## config.mk

```make
export PLATFORM = sky130hd
export DESIGN_NAME = ext_fifo_ptr_ctrl
export DESIGN_NICKNAME = d
export VERILOG_FILES = /design/src/rtl/efp_pkg.sv /design/src/rtl/efp_wrap_ptr.sv /design/src/rtl/efp_level_track.sv /design/src/rtl/ext_fifo_ptr_ctrl.sv
export SDC_FILE = /design/constraint.sdc
export NUM_CORES = 1
export LEC_CHECK = 0
export BUFFER_PORTS_ARGS = -buffer_cell sky130_fd_sc_hd__buf_2
export CORE_AREA = 5 5 81 83
export DETAILED_ROUTE_END_ITERATION = 8
export DIE_AREA = 0 0 86 88
export GPL_TIMING_DRIVEN = 0
export PLACE_DENSITY_LB_ADDON = 0.08
export SYNTH_ARGS = -nofsm -noshare
export SYNTH_HDL_FRONTEND = slang
export SYNTH_SLANG_ARGS = --single-unit
```

## constraint.sdc

```tcl
create_clock -name clk -period 6.6 [get_ports clk]
set_input_delay 0 -clock clk [delete_from_list [all_inputs] [get_ports clk]]
set_output_delay 0 -clock clk [all_outputs]
set_load 0.005 [all_outputs]
```

## src/rtl/efp_pkg.sv

```systemverilog
// Package: shared sizing helpers for the external-memory FIFO pointer controller.
// Assumes depths of at least 2 words.
package efp_pkg;

    // Width of a pointer that indexes DEPTH words.
    function automatic int ptr_width(input int depth);
        return (depth > 1) ? $clog2(depth) : 1;
    endfunction

    // Width of a fill counter that must also hold the value DEPTH itself.
    function automatic int level_width(input int depth);
        return ptr_width(depth) + 1;
    endfunction

endpackage

```

## src/rtl/efp_wrap_ptr.sv

```systemverilog
// Module: efp_wrap_ptr
// Counts accepted strobes modulo DEPTH and presents BASE plus that count as a
// registered address. The caller gates adv_i with the relevant flag. DEPTH need
// not be a power of two. Assumes BASE + DEPTH - 1 fits in ADDR_W bits.
module efp_wrap_ptr #(
    parameter int unsigned             DEPTH  = 16,
    parameter int unsigned             ADDR_W = 32,
    parameter logic [ADDR_W-1:0]       BASE   = '0
) (
    input  logic              clk,
    input  logic              rst_n,
    input  logic              adv_i,
    output logic [ADDR_W-1:0] addr_o
);
    localparam int PTR_W = efp_pkg::ptr_width(int'(DEPTH));
    localparam logic [PTR_W-1:0] LAST = PTR_W'(DEPTH - 1);

    logic [PTR_W-1:0]  ptr_q;
    logic [PTR_W-1:0]  ptr_nxt;
    logic [ADDR_W-1:0] addr_q;

    // Next pointer value: step by one and fold back to zero after the last word.
    always_comb begin
        ptr_nxt = ptr_q;
        if (adv_i) begin
            ptr_nxt = (ptr_q == LAST) ? '0 : ptr_q + PTR_W'(1);
        end
    end

    // Pointer and address registers: the address is kept as base plus offset.
    always_ff @(posedge clk) begin
        if (!rst_n) begin
            ptr_q  <= '0;
            addr_q <= BASE;
        end else begin
            ptr_q  <= ptr_nxt;
            addr_q <= BASE + ADDR_W'(ptr_nxt);
        end
    end

    assign addr_o = addr_q;

    // the address never leaves the region.
    assert_addr_in_region_R5: assert property (@(posedge clk) disable iff (!rst_n)
        (addr_q >= BASE) && (addr_q <= BASE + ADDR_W'(DEPTH - 1)));

    // without an accepted strobe the address holds.
    assert_addr_hold_R5: assert property (@(posedge clk) disable iff (!rst_n)
        !adv_i |=> $stable(addr_q));

    // after the last word the address folds back to the base.
    assert_addr_wrap_R5: assert property (@(posedge clk) disable iff (!rst_n)
        (adv_i && addr_q == BASE + ADDR_W'(DEPTH - 1)) |=> (addr_q == BASE));

endmodule

```

## src/rtl/efp_level_track.sv

```systemverilog
// Module: efp_level_track
// Holds the fill level and the two threshold flags. The flags are computed from
// the next level, so they are registered yet agree with level_o every cycle.
// Assumes inc_i and dec_i are already gated: an increment is never presented at
// level DEPTH and a decrement is never presented at level 0.
module efp_level_track #(
    parameter int unsigned DEPTH        = 16,
    parameter int unsigned READ_THRESH  = 0,
    parameter int unsigned WRITE_THRESH = DEPTH
) (
    input  logic                                       clk,
    input  logic                                       rst_n,
    input  logic                                       inc_i,
    input  logic                                       dec_i,
    output logic [efp_pkg::level_width(int'(DEPTH))-1:0] level_o,
    output logic                                       readable_o,
    output logic                                       writable_o
);
    localparam int LVL_W = efp_pkg::level_width(int'(DEPTH));
    localparam logic WR_OK_AT_ZERO = (WRITE_THRESH != 0);

    logic [LVL_W-1:0] level_q;
    logic [LVL_W-1:0] level_nxt;
    logic             readable_q;
    logic             writable_q;

    // Next level: up on a lone increment, down on a lone decrement, else hold.
    always_comb begin
        unique case ({inc_i, dec_i})
            2'b10:   level_nxt = level_q + LVL_W'(1);
            2'b01:   level_nxt = level_q - LVL_W'(1);
            default: level_nxt = level_q;
        endcase
    end

    // Level and flag registers, updated together so they never disagree.
    always_ff @(posedge clk) begin
        if (!rst_n) begin
            level_q    <= '0;
            readable_q <= 1'b0;
            writable_q <= WR_OK_AT_ZERO;
        end else begin
            level_q    <= level_nxt;
            readable_q <= (32'(level_nxt) > READ_THRESH);
            writable_q <= (32'(level_nxt) < WRITE_THRESH);
        end
    end

    assign level_o    = level_q;
    assign readable_o = readable_q;
    assign writable_o = writable_q;

    // the level never goes above the region depth.
    assert_no_overflow_R9: assert property (@(posedge clk) disable iff (!rst_n)
        32'(level_q) <= DEPTH);

    // a lone increment adds exactly one.
    assert_level_up_R2: assert property (@(posedge clk) disable iff (!rst_n)
        (inc_i && !dec_i) |=> (level_q == $past(level_q) + LVL_W'(1)));

    // a lone decrement removes exactly one.
    assert_level_down_R3: assert property (@(posedge clk) disable iff (!rst_n)
        (dec_i && !inc_i) |=> (level_q == $past(level_q) - LVL_W'(1)));

    // both at once leave the level alone.
    assert_level_both_R4: assert property (@(posedge clk) disable iff (!rst_n)
        (inc_i && dec_i) |=> $stable(level_q));

    // each flag agrees with the level held in the same cycle.
    assert_flags_match_R6: assert property (@(posedge clk) disable iff (!rst_n)
        (readable_q == (32'(level_q) > READ_THRESH)) &&
        (writable_q == (32'(level_q) < WRITE_THRESH)));

endmodule

```

## src/rtl/ext_fifo_ptr_ctrl.sv

```systemverilog
// Module: ext_fifo_ptr_ctrl (top)
// Pointer and level controller for a FIFO stored in an external word-addressed
// region [BASE_ADDR, BASE_ADDR + DEPTH). Strobes are gated by the registered
// flags, and the gated strobes drive two wrapping pointers and the level tracker.
// Assumes one-cycle strobes from the data movers and a DEPTH of at least 2.
module ext_fifo_ptr_ctrl #(
    parameter int unsigned       DEPTH        = 16,
    parameter int unsigned       ADDR_W       = 32,
    parameter logic [ADDR_W-1:0] BASE_ADDR    = '0,
    parameter int unsigned       READ_THRESH  = 0,
    parameter int unsigned       WRITE_THRESH = DEPTH
) (
    input  logic                                         clk,
    input  logic                                         rst_n,
    input  logic                                         wr_i,
    input  logic                                         rd_i,
    output logic [ADDR_W-1:0]                            wr_addr_o,
    output logic [ADDR_W-1:0]                            rd_addr_o,
    output logic [efp_pkg::level_width(int'(DEPTH))-1:0] level_o,
    output logic                                         readable_o,
    output logic                                         writable_o
);
    localparam int LVL_W = efp_pkg::level_width(int'(DEPTH));

    logic             wr_take;
    logic             rd_take;
    logic [LVL_W-1:0] level_w;
    logic             readable_w;
    logic             writable_w;

    // Acceptance: a strobe counts only while its flag allows it.
    always_comb begin
        wr_take = wr_i && writable_w;
        rd_take = rd_i && readable_w;
    end

    efp_wrap_ptr #(
        .DEPTH  (DEPTH),
        .ADDR_W (ADDR_W),
        .BASE   (BASE_ADDR)
    ) u_wr_ptr (
        .clk    (clk),
        .rst_n  (rst_n),
        .adv_i  (wr_take),
        .addr_o (wr_addr_o)
    );

    efp_wrap_ptr #(
        .DEPTH  (DEPTH),
        .ADDR_W (ADDR_W),
        .BASE   (BASE_ADDR)
    ) u_rd_ptr (
        .clk    (clk),
        .rst_n  (rst_n),
        .adv_i  (rd_take),
        .addr_o (rd_addr_o)
    );

    efp_level_track #(
        .DEPTH        (DEPTH),
        .READ_THRESH  (READ_THRESH),
        .WRITE_THRESH (WRITE_THRESH)
    ) u_level (
        .clk        (clk),
        .rst_n      (rst_n),
        .inc_i      (wr_take),
        .dec_i      (rd_take),
        .level_o    (level_w),
        .readable_o (readable_w),
        .writable_o (writable_w)
    );

    assign level_o    = level_w;
    assign readable_o = readable_w;
    assign writable_o = writable_w;

    // in the cycle after a reset edge the outputs show the reset state.
    assert_reset_state_R1: assert property (@(posedge clk)
        !rst_n |=> (level_o == '0) && (wr_addr_o == BASE_ADDR) &&
                   (rd_addr_o == BASE_ADDR) && !readable_o);

    // a write refused by the flag moves neither the write address nor the level.
    assert_write_refused_R7: assert property (@(posedge clk) disable iff (!rst_n)
        (wr_i && !writable_o && !rd_i) |=> ($stable(wr_addr_o) && $stable(level_o)));

    // a read refused by the flag moves neither the read address nor the level.
    assert_read_refused_R8: assert property (@(posedge clk) disable iff (!rst_n)
        (rd_i && !readable_o && !wr_i) |=> ($stable(rd_addr_o) && $stable(level_o)));

    // an accepted pair moves both addresses.
    assert_pair_moves_R4: assert property (@(posedge clk) disable iff (!rst_n)
        (wr_i && writable_o && rd_i && readable_o) |=>
            (!$stable(wr_addr_o) && !$stable(rd_addr_o)));

endmodule

```

# == After elaboration in Yosys (flattened, before gate mapping) ==
# Cells that the tools add are included.
# Widths: inputs -> output; s select.
# word_totals
ff_bits,71
inputBits,4
output_inout_bits,71
word_cells,24
# op_classes
addsub,4
n_lt_le_gt_ge,2
eq_ne,4
mux,5
n_reduce_logical,2
# op_table
operator,n
$mux 4,4
$pmux 5 s2,1
$add 4x1->4 const B,2
$eq 4x4->1 const B,2
$add 5x1->5 const B,1
$gt 5x1->1 const B,1
$lt 5x5->1 const B,1
$sub 5x1->5 const B,1
$eq 2x1->1 const B,1
$eq 2x2->1 const B,1
$logic_and 1x1->1,2

# == Depth between registers and ports, before layout ==
# Gate-level depths: netlist of run 1.
# depth
ltp_word,4
depth_mapped,11
ltp_nobuf,10

# == By module ==
# From an unflattened synthesis of run 1, not the netlist that was laid out.
# unflattened
cells_unflattened,141
hier_area_um2,1217.4
# by_module_without_submodules
mod,n_inst,cells_each,area_each_um2,seq_area_each_um2
efp_wrap_ptr,2,47,400.4,80.1
efp_level_track,1,45,404.1,140.1
ext_fifo_ptr_ctrl,1,2,12.5,0.0

# == Least setup slack after synthesis of run 1 ==
# Ideal clock, no wire load.
# synth_timing
kind,register to register
startpoint,register u_level.writable_q (netlist: u_level.writable_o)
endpoint,register u_level.readable_q (netlist: u_level.readable_o)
setup_ns,0.122
t_arrival_ns,2.210
required_time_ns,6.478
path_slack_ns,4.268
path_stages_with_launch,11
path_buffers,1
period_less_slack_ns,2.332
path_cell_list,dfxtp_1 and2_4 buf_12 nor2_1 xor2_1 ha_1 a221oi_2 a2111o_1 a21oi_2 mux2_4 a311o_1
# synth_between
elab_chain_len,4
word_cells_on_any_way,5
classes_between,order compare (1); eq/ne (2); mux (1); reduce/logical (1)
# synth_rtl
item,line_no,text
start: declaration,efp_level_track.sv:25,logic writable_q;
start signal: assignment,efp_level_track.sv:45,writable_q <= (32'(level_nxt) < WRITE_THRESH);
$logic_and 1x1->1 *,ext_fifo_ptr_ctrl.sv:33,wr_take = wr_i && writable_w;
$eq 2x1->1 / $eq 2x2->1 (equally long branches),efp_level_track.sv:29,"unique case ({inc_i, dec_i})"
$pmux 5 s2 *,efp_level_track.sv:29,
$gt 5x1->1 *,efp_level_track.sv:44,readable_q <= (32'(level_nxt) > READ_THRESH);
end signal: assignment,efp_level_track.sv:44,
end: declaration,efp_level_track.sv:24,logic readable_q;
# Every way passes the cells marked *; elsewhere a longest branch is shown, timed or not.
# A chain may end at the register's enable or synchronous reset.

# == Worst setup path in the final report of run 1 ==
# Ends and elaborated chain as after synthesis.

==> impl_results.md, run 1 <==
* Clock Path Buffers at 2
* Routed via count at 1008
* Sum Neg Setup Slack at 0 ns
* Residual DRC count at 0
* Post-CTS sizing at 0
* Final period util at a little under two fifths
* Later-pin clock latency in the skew report at around 0.25 ns
* Min-delay worst type: in2reg
* Top cell type's share of synthesized area at between 30 and 40%
* Reg clk slew, reported paths at ~0.070 ns
* YS warnings at 0
* CTS sink count at 15
* Post-synthesis cell count at 152
* Synth area leader: buf_4
* First-pass GRT wire length at 4.40 mm
* Htree depth at 1
* Core Area at between 0.005 and 0.006 mm2
* Commonest cells after routing, fill and taps aside: 57 x buf_4, 56 x conb_1, 18 x buf_2
* Crit path launch type: flip-flop
* Sequential power share at approximately a third
* Logic pwr share at 43.6%
* Final std cells w/o fill at roughly 300
* Final Skew at roughly 0.0075 ns
* Critical Path RT at roughly 6.7 ns
* Mapped Area at between 0.001 and 0.0015 mm2
* Run status: completed
* Flops & latches, synth at 15
* Number of global-route vias before repair at 944
* Crit Path Category: reg2reg
* Min Tclk post-route at between 2 and 2.5 ns
* Maximum VDD drop at between 0.0001 and 0.00015 V
* IO buf count at 18
* RSZ-0062 raised after global routing: no
* Initial DRC count at 19
* Util after Layout at 29.6%
* Share of cells above drive strength 1 at 38.9%
* Num ports at 75
* Final layout net count at 238
* DP HPWL at between 2 and 2.5 mm
* Placed cell count at 300
* Fin. Hold Viols at 0
* Max-slew violations at 0
* Crit Path Max Fanout at 8
* Antenna diode count at 0
* Sw Share at a little under two fifths
* Placer Congestion at approximately 0.7
* Overall Global Routing Usage at 7.14%
* Root Driver: clkbuf_8
* Wire per inst at roughly 8.4 um
* DRT Pass-1 Iters at 4
* Synth area leaders: buf_4 34%, dfxtp_1 24%, ha_1 3.9%
* ANT nets after route at 0
* Setup-failing EPs final at 0
* TritonCTS Buffers at 3
* Syn Area/Cell at 8.37 um2
* CP Capture Type: flip-flop
* Grt total ovfl at 0
* TritonCTS clock tree: built
* # rows at 28
* Sequential fraction of the synthesis area at about a quarter
* CP arrival at between 2 and 3 ns
* Int Pwr at between 200 and 250 uW
* Final Power at roughly 370 uW
* Chip width at about 86 um
* Postcts setup bufs at 0
* Hold Worst Slack at about 0.053 ns
* CTS Hold Bufs at 0
* Net Switching at 136 uW
* Pwr/cell area at 217 mW/mm2
* Synth unique cells at 38
* Fmax at 403 MHz
* Initial antenna violation count at 0
* Most common cell after layout, fill and taps aside: buf_4
* Largest net degree at the start of global routing at 11
* Syn-to-layout area delta at 34.3%
* Max Cap Viol at 0
* Drt total wl at about 2.6 mm
* Die span in y at between 80 and 90 um
* Die area at approximately 0.0076 mm2
* Reg2reg setup slack at between 4 and 5 ns
* Leakage at about 0.93 nW
* Vias/cell at 3.32
* Clock share of power at between 20% and 30%
* Initial Util at 22.0%
-- per-layer routing --
metal / up-vias / wire length, um / global-route usage, %
met5: - / 0 / 0
met4: 0 / 20 / 1.73
met3: 2 / 242 / 2.35
met2: 40 / 1170 / 11.0
met1: 413 / 1120 / 9.63
li1: 553 / - / -
-- worst paths after layout --
kind / from / depth (start not counted) / endpoint
min reg2reg: u_rd_ptr.ptr_q[1] / 2 / u_rd_ptr.ptr_q[1]
min: rst_n / 2 / u_rd_ptr.ptr_q[1]
max: u_level.writable_o / 10 / u_level.readable_o
max reg2reg: u_level.writable_o / 10 / u_level.readable_o
-- cells in the mapped netlist --
master and n:
nor3_2 1, a31oi_1 1, or4b_2 1, clkbuf_1 1, a311oi_1 2, nand4_1 2
and2_4 1, mux2_4 1, and3_1 1, o22ai_1 1, nor2b_1 4, nand2_2 1
ha_1 4, inv_6 1, or3_1 2, and2_1 7, xnor2_1 4, inv_1 2
inv_2 1, nand3_1 2, a21oi_2 1, conb_1 1, nand2_1 8, a21boi_0 2
a2111o_1 1, buf_4 57, nor2_1 5, a21oi_1 8, buf_12 1, a21o_1 1
mux2i_1 1, o21ai_0 5, xor2_1 2, a221oi_2 1, a311o_1 1, dfxtp_1 15
nor3_1 1, a21boi_1 1
-- cells by family after synthesis --
kind of cell / after synthesis / share of synthesized area [%]
compound gates: 25 / 13.4
xor+xnor: 6 / 4.13
fa+ha+maj: 4 / 3.93
buf+inv: 63 / 37.1
flops: 15 / 23.6
mux: 2 / 1.97
other cells: 1 / 0.295
simple gates: 36 / 15.6
-- power by group through the flow --
stage | combinational [mW] | clock [mW] | sequential (mW)
CTS | 0.163 | 0.0821 | 0.131
global route | 0.189 | 0.0852 | 0.137
floorplan | 0.126 | 0 | 0.130
global placement | 0.163 | 0 | 0.134
detailed placement | 0.163 | 0 | 0.133
finish | 0.162 | 0.0780 | 0.131
-- sequential cells by signal, indices dropped and copies added (netlist names) --
signal / flops
u_rd_ptr.ptr_q: 4
u_level.readable_o: 1
u_level.writable_o: 1
u_wr_ptr.ptr_q: 4
u_level.level_o: 5
-- final cells by class --
type	instances	area [um2]
Clock buffer	3	41.3
Sequential cell	15	300
Fill cell	657	4070
Multi-Input combinational cell	129	707
Timing Repair Buffer	18	90.1
Buffer	59	452
Tap cell	75	93.8
Clock inverter	1	5.00
Inverter	4	20.0
-- through the flow --
stage,cell area [um2],worst slack [ns]
after floorplan,1480,4.27
after global placement,1660,4.07
after detailed placement,1660,4.12
after CTS,1710,4.10
after global routing,1710,3.94
final,1710,4.12
-- critical path, cell delays in order, from the launching register on --
cell	delay (ns)
dfxtp_1	0.31
and2_4	0.14
buf_12	0.13
nor2_1	0.20
xor2_1	0.18
ha_1	0.21
a221oi_2	0.07
a2111o_1	0.37
a21oi_2	0.16
mux2_4	0.32
a311o_1	0.28
No activity file was read; power rests on OpenSTA's default activity.
==> inputs of run 2 (changes only) <==
Clock period 6.6 ns to 2.03 ns, I/O delays scaled along.
==> run 2 against run 1 <==
The run now ends with negative setup slack left. Count of clock-buffer cells in the layout up 1. Utilization increased by 0.84 points. Routed wire length increased by 3.9%. Maximum frequency rose by 15%. Sequential share of layout area fell by 0.35 points. Clock skew down 0.0057 ns. Critical endpoint unchanged. Highest routed layer unchanged.
==> impl_results.md, run 2 (synthesis results as in run 1) <==
* Crit path depth at 9
* Pwr/cell area at just over 700 mW/mm2
* Commonest cells after routing, fill and taps aside: 64 x buf_4, 56 x conb_1, 18 x buf_2
* Core Area at just under 0.006 mm2
* Placer Congestion at 0.654
* Reg clk slew, reported paths at about 0.07 ns
* Antenna diode count at 0
* Final setup margin at -0.138 ns
* Crit Path Max Fanout at 3
* Most common cell after layout, fill and taps aside: buf_4
* Clock share of power at between 20% and 30%
* Crit path max-delay family: compound AO/OA/AOI/OAI gates
* Final Power at approximately 1.3 mW
* Die area at about 0.0076 mm2
* Int Pwr at between 800 and 900 uW
* Routed via count at between 1000 and 1500
* Worst R2R Start: u_level.writable_o
* Final period util at 107%
* Worst setup path end: u_level.readable_o
* Num ports at between 70 and 80
* Critical Path Slowest Stage Cell: dfxtp_2
* Root Driver: clkbuf_8
* Die span in y at between 80 and 90 um
* Reg2Reg Depth at 9
* Max Cap Viol at 0
* RSZ-0062 raised after global routing: yes
* Initial DRC count at 29
* Run status: finished, violations left
* Leakage at roughly 0.96 nW
* Residual DRC count at 0
* Crit path largest cell delay at around 0.32 ns
* Drt total wl at 2.66 mm
* Reg2reg setup slack at -0.14 ns
* Final Skew at 0.00182 ns
* CP cell instances: and2_4 -> nor2_4 -> xor2_1 -> ha_2 -> a221oi_2 -> a2111o_1 -> a21oi_2 -> mux2_4 -> a311o_1
* Maximum VDD drop at ~0.00027 V
* CP Buf/Inv Count at 0
* CP Capture Type: flip-flop
* Crit path launch type: flip-flop
* Setup-failing EPs final at 1
* # rows at 28
* Logic pwr share at 45.5%
* CTS Hold Bufs at 0
* Final layout net count at 244
* Place WS at -0.264 ns
* TritonCTS Buffers at 3
* Number of global-route vias before repair at 992
* CTS sink count at 15
* Initial Util at between 20% and 30%
* Fin. Hold Viols at 0
* Failing checks: negative setup slack
* Overall Global Routing Usage at 7.07%
* Fillers at between 600 and 700
* FF-to-FF End: u_level.readable_o
* Htree depth at 1
* Syn-to-layout area delta at 38.2%
* Wire per inst at approximately 8.6 um
* Min-delay worst type: in2reg
* Setup crit start: u_level.writable_o
* IO buf count at 18
* Clock Path Buffers at 2
* Net Switching at 462 uW
* Sw Share at a little over a third
* Max-slew violations at 0
* DRT Pass-1 Iters at 4
* Critical Path RT at ~2.2 ns
* First-pass GRT wire length at between 4 and 5 mm
* Vias/cell at 3.40
* Later-pin clock latency in the skew report at approximately 0.25 ns
* Largest net degree at the start of global routing at 11
* Max FFs per register at 5
* CP arrival at 2.30 ns
* Grt total ovfl at 0
* Initial antenna violation count at 0
* Fmax at approximately 460 MHz
* TritonCTS clock tree: built
* Sequential power share at about 34%
* DP HPWL at about 2.1 mm
* Chip width at approximately 86 um
* Share of cells above drive strength 1 at 41.7%
* Min Tclk post-route at about 2.2 ns
* ANT nets after route at 0
* Crit Path Category: reg2reg
## run 2: cell types whose count changed in the layout (fill, tap and decap cells not counted), sizes merged
cell / change
buf: +6
clkbuf: +1
clkinv: -1
## run 2: worst reg2reg max path, stage by stage (launching register included)
cell and delay [ns]:
dfxtp_2 0.32, and2_4 0.16, nor2_4 0.10, xor2_1 0.16, ha_2 0.21, a221oi_2 0.06
a2111o_1 0.30, a21oi_2 0.15, mux2_4 0.32, a311o_1 0.27
## run 2: layer usage
metal	track usage [%]	up-vias	share of wire, %	wire length [um]
met5	0	-	0	0
met4	2.16	0	0.53	14
met3	2.16	2	11	282
met2	11.8	46	48	1290
met1	8.70	443	40	1070
li1	-	563	-	-
## run 2: final cells by class
type                    instances  area (um2)  area share (%)
multi-input cells             129         722            41.1
plain buffers                  58         432            24.6
flip-flops and latches         15         303            17.2
repair buffers                 25         143            8.11
well taps                      75        93.8            5.34
clock buffers                   4        45.0            2.56
inverters                       4        20.0            1.14
## run 2: what timing repair did
action,4_1_cts,5_1_grt
hold endpoints to repair,0,0
setup buffers,4,3
gates resized for setup,3,0
setup endpoints to repair,2,3
pin swaps,0,1
## run 2: how the worst min path moves through the flow
stage | startpoint | endpoint | slack (ns) | cells past startpoint
after CTS | rst_n | u_rd_ptr.ptr_q[1] | 0.05 | 2
after global placement | rst_n | u_rd_ptr.ptr_q[1] | 0.31 | 2
after global routing | rst_n | u_rd_ptr.ptr_q[1] | 0.06 | 2
after detailed placement | rst_n | u_rd_ptr.ptr_q[1] | 0.31 | 2
after floorplan | rst_n | u_level.level_o[2] | 0.15 | 1
final | rst_n | u_rd_ptr.ptr_q[1] | 0.04 | 2
## run 2: metrics by stage
stage,instances,hold slack [ns],TNS (ns),area (um2),utilization (%)
after floorplan,207,0.145,-0.152,1490,-
after global placement,300,0.313,-0.294,1670,28.9
after detailed placement,300,0.315,-0.264,1670,28.9
after CTS,307,0.0468,-0.151,1740,30.0
after global routing,310,0.0571,-0.465,1760,30.4
final,310,0.0431,-0.138,1760,30.4
## run 2: power groups by stage
stage / Sequential, mW / Clock, mW / Combinational (mW)
2_1_floorplan: 0.423 / 0 / 0.418
3_3_place_gp: 0.438 / 0 / 0.540
3_5_place_dp: 0.435 / 0 / 0.538
4_1_cts: 0.435 / 0.262 / 0.548
5_1_grt: 0.448 / 0.277 / 0.655
6_report: 0.435 / 0.255 / 0.576
==> inputs of run 3 (changes only) <==
Settings changed: CORE_AREA 5 5 81 83 to 5 5 79 81, DIE_AREA 0 0 86 88 to 0 0 84 86, GPL_TIMING_DRIVEN 0 to not set, SYNTH_HIERARCHICAL set to 1.
==> run 3 against run 2 <==
The flow now finishes without violations. Worst setup slack improved by 0.26 ns. Synthesized area down 4.3%. Count of clock-buffer cells in the layout unchanged. Flip-flop and latch count is the same. Non-clock buffer count shrank 61. Critical path depth up 1. Synthesized cell count shrank 7.2%. Design area shrank 27%. Critical path type unchanged. Largest cell class unchanged. Largest power group is now registers.
==> impl_results.md, run 3 <==
* Leakage at 0.653 nW
* Worst Hold Depth at 2
* Syn-to-layout area delta at 4.83%
* Critical Path RT at approximately 2.2 ns
* Initial Util at 22.5%
* Die span in y at approximately 86 um
* Max-slew violations at 0
* # rows at 27
* Grt total ovfl at 0
* Placed cell count at 231
* YS warnings at 6
* Mapped Area at roughly 0.0012 mm2
* Max Cap Viol at 0
* Antenna diode count at 0
* Crit Path Category: reg2reg
* Initial DRC count at 25
* Run status: completed
* Die area at 0.00722 mm2
* Share of cells above drive strength 1 at a little under a quarter
* Synth area leaders: buf_4 35%, dfxtp_1 25%, ha_1 5.1%
* Crit Path Max Fanout at 3
* Htree depth at 1
* Fmax at roughly 530 MHz
* Reg2Reg Depth at 10
* Placer Congestion at slightly below 0.8
* FFs w/ async S/R, synth at 0%
* Max FFs per register at 5
* Final layout net count at 173
* Synth unique cells at 30
* Clock share of power at between 20% and 30%
* Critical Path Slowest Stage Cell: dfxtp_2
* First-pass GRT wire length at ~3.5 mm
* TritonCTS clock tree: built
* Wire per inst at just over 10 um
* Min Tclk post-route at 1.90 ns
* Maximum VDD drop at 0.000267 V
* Fin. Hold Viols at 0
* Hold Worst Slack at 0.0519 ns
* Syn Area/Cell at approximately 8.6 um2
* Net Switching at roughly 340 uW
* Crit path largest cell delay at between 0.3 and 0.4 ns
* Final Skew at around 0.0038 ns
* Setup-failing EPs final at 0
* Routed via count at between 800 and 900
* Largest net degree at the start of global routing at 12
* Commonest cells after routing, fill and taps aside: 56 x conb_1, 18 x buf_2, 14 x dfxtp_1
* CP most frequent cell: ha_2
* IO buf count at 18
* CTS Hold Bufs at 0
* Sequential fraction of the synthesis area at between 20 and 25%
* Overall Global Routing Usage at 5.98%
* Synth cell count leaders: 56 x buf_4, 15 x dfxtp_1, 7 x nand3_1
* Crit path launch type: flip-flop
* ANT nets after route at 0
* DRT Pass-1 Iters at 4
* Later-pin clock latency in the skew report at 0.25 ns
* Flops & latches, synth at 15
* Sw Share at roughly a third
* Count leader, synth: buf_4
* RSZ-0062 raised after global routing: no
* Most common cell after layout, fill and taps aside: conb_1
* Int Pwr at between 600 and 700 uW
* Synth area leader: buf_4
* Drt total wl at about 2.4 mm
* Number of global-route vias before repair at approximately 750
* Pwr/cell area at slightly below 800 mW/mm2
* Chip width at between 80 and 90 um
* Reg clk slew, reported paths at about 0.060 ns
* Final period util at 93.8%
* Fillers at 624
* Vias/cell at roughly 3.4
* Post-synthesis cell count at around 140
* CTS sink count at 15
* Residual DRC count at 0
* CP cell instances: and2_4 -> inv_2 -> ha_2 -> xor2_1 -> ha_2 -> a211o_1 -> nand3_2 -> a21oi_2 -> xnor2_2 -> a41oi_2
* TritonCTS Buffers at 3
* Logic pwr share at a little over a third
* DP HPWL at 1.97 mm
* Clock Path Buffers at 2
* CP Capture Type: flip-flop
* Root Driver: clkbuf_8
* Num ports at 75
* Dominant synthesized flop cell: dfxtp_1
* Sequential power share at around two fifths
* CP arrival at ~2 ns
* Final std cells w/o fill at 235
* Core Area at 0.00541 mm2
* Min-delay worst type: in2reg
* EDFF count, synth at 0
* Initial antenna violation count at 0
* Top cell type's share of synthesized area at around 35%
[run 3: cell count changes in the layout (fill, tap and decap cells not counted), moves of 5 or more]
cell and delta:
and2_1 -5, nand2b_1 +6, o21ai_0 -5, nand2_1 -7, buf_4 -60
[run 3: worst paths after layout]
| check | startpoint | to | slack [ns] |
|---|---|---|---|
| min | rst_n | u_level/writable_o | 0.05 |
| max reg2reg | u_level/writable_o | u_level/readable_o | 0.13 |
| max | u_level/writable_o | u_level/readable_o | 0.13 |
| min reg2reg | u_wr_ptr/addr_o[0] | u_wr_ptr/addr_o[0] | 0.55 |
[run 3: final cells by class]
cell class | count | area (um2) | share of cell area [%]
clock buffers | 4 | 45.0 | 3.53
inverters | 2 | 7.51 | 0.588
multi-input cells | 120 | 712 | 55.8
flip-flops and latches | 15 | 302 | 23.6
well taps | 72 | 90.1 | 7.06
repair buffers | 22 | 120 | 9.41
[run 3: routing by layer]
layer	vias to the layer above	share of wire (%)	GRT usage, %	routed length, um
met5	-	0	0	0
met4	0	0.34	1.75	8
met3	2	12	2.98	291
met2	49	51	11.3	1220
met1	358	36	5.71	867
li1	399	-	-	-
[run 3: cells by family after synthesis]
group           synth area share [%]
flops                           24.7
compound gates                  11.0
mux                             2.47
fa+ha+maj                       5.14
buf+inv                         36.5
other cells                    0.617
xor+xnor                        5.04
simple gates                    14.6
[run 3: power by group through the flow]
stage	clock [mW]	sequential [mW]	combinational (mW)
detailed placement	0	0.387	0.338
global route	0.274	0.389	0.395
finish	0.246	0.382	0.358
floorplan	0	0.385	0.315
CTS	0.260	0.381	0.343
global placement	0	0.388	0.342
[run 3: critical path, delay by kind of cell (launching register included)]
| kind | cells | cell delay, ns |
|---|---|---|
| flops | 1 | 0.33 |
| fa+ha+maj | 2 | 0.37 |
| simple gates | 2 | 0.22 |
| xor+xnor | 2 | 0.36 |
| compound gates | 3 | 0.46 |
| buf+inv | 1 | 0.04 |
[run 3: metrics by stage]
step / power [mW] / setup WS [ns] / setup TNS (ns) / utilization [%] / area [um2]
6_report: 0.985 / 0.126 / 0 / 23.6 / 1280
5_1_grt: 1.06 / 0.0104 / 0 / 23.6 / 1280
4_1_cts: 0.984 / 0.0556 / 0 / 23.2 / 1260
3_5_place_dp: 0.725 / -0.000752 / -0.000752 / 22.3 / 1200
3_3_place_gp: 0.731 / 0.0714 / 0 / 22.3 / 1200
2_1_floorplan: 0.700 / 0.00433 / 0 / - / 1440
[run 3: what timing repair did]
action | in CTS | in global routing
setup buffers | 0 | 0
pin swaps | 0 | 3
gates resized for setup | 1 | 3
endpoints found under the setup margin | 1 | 2
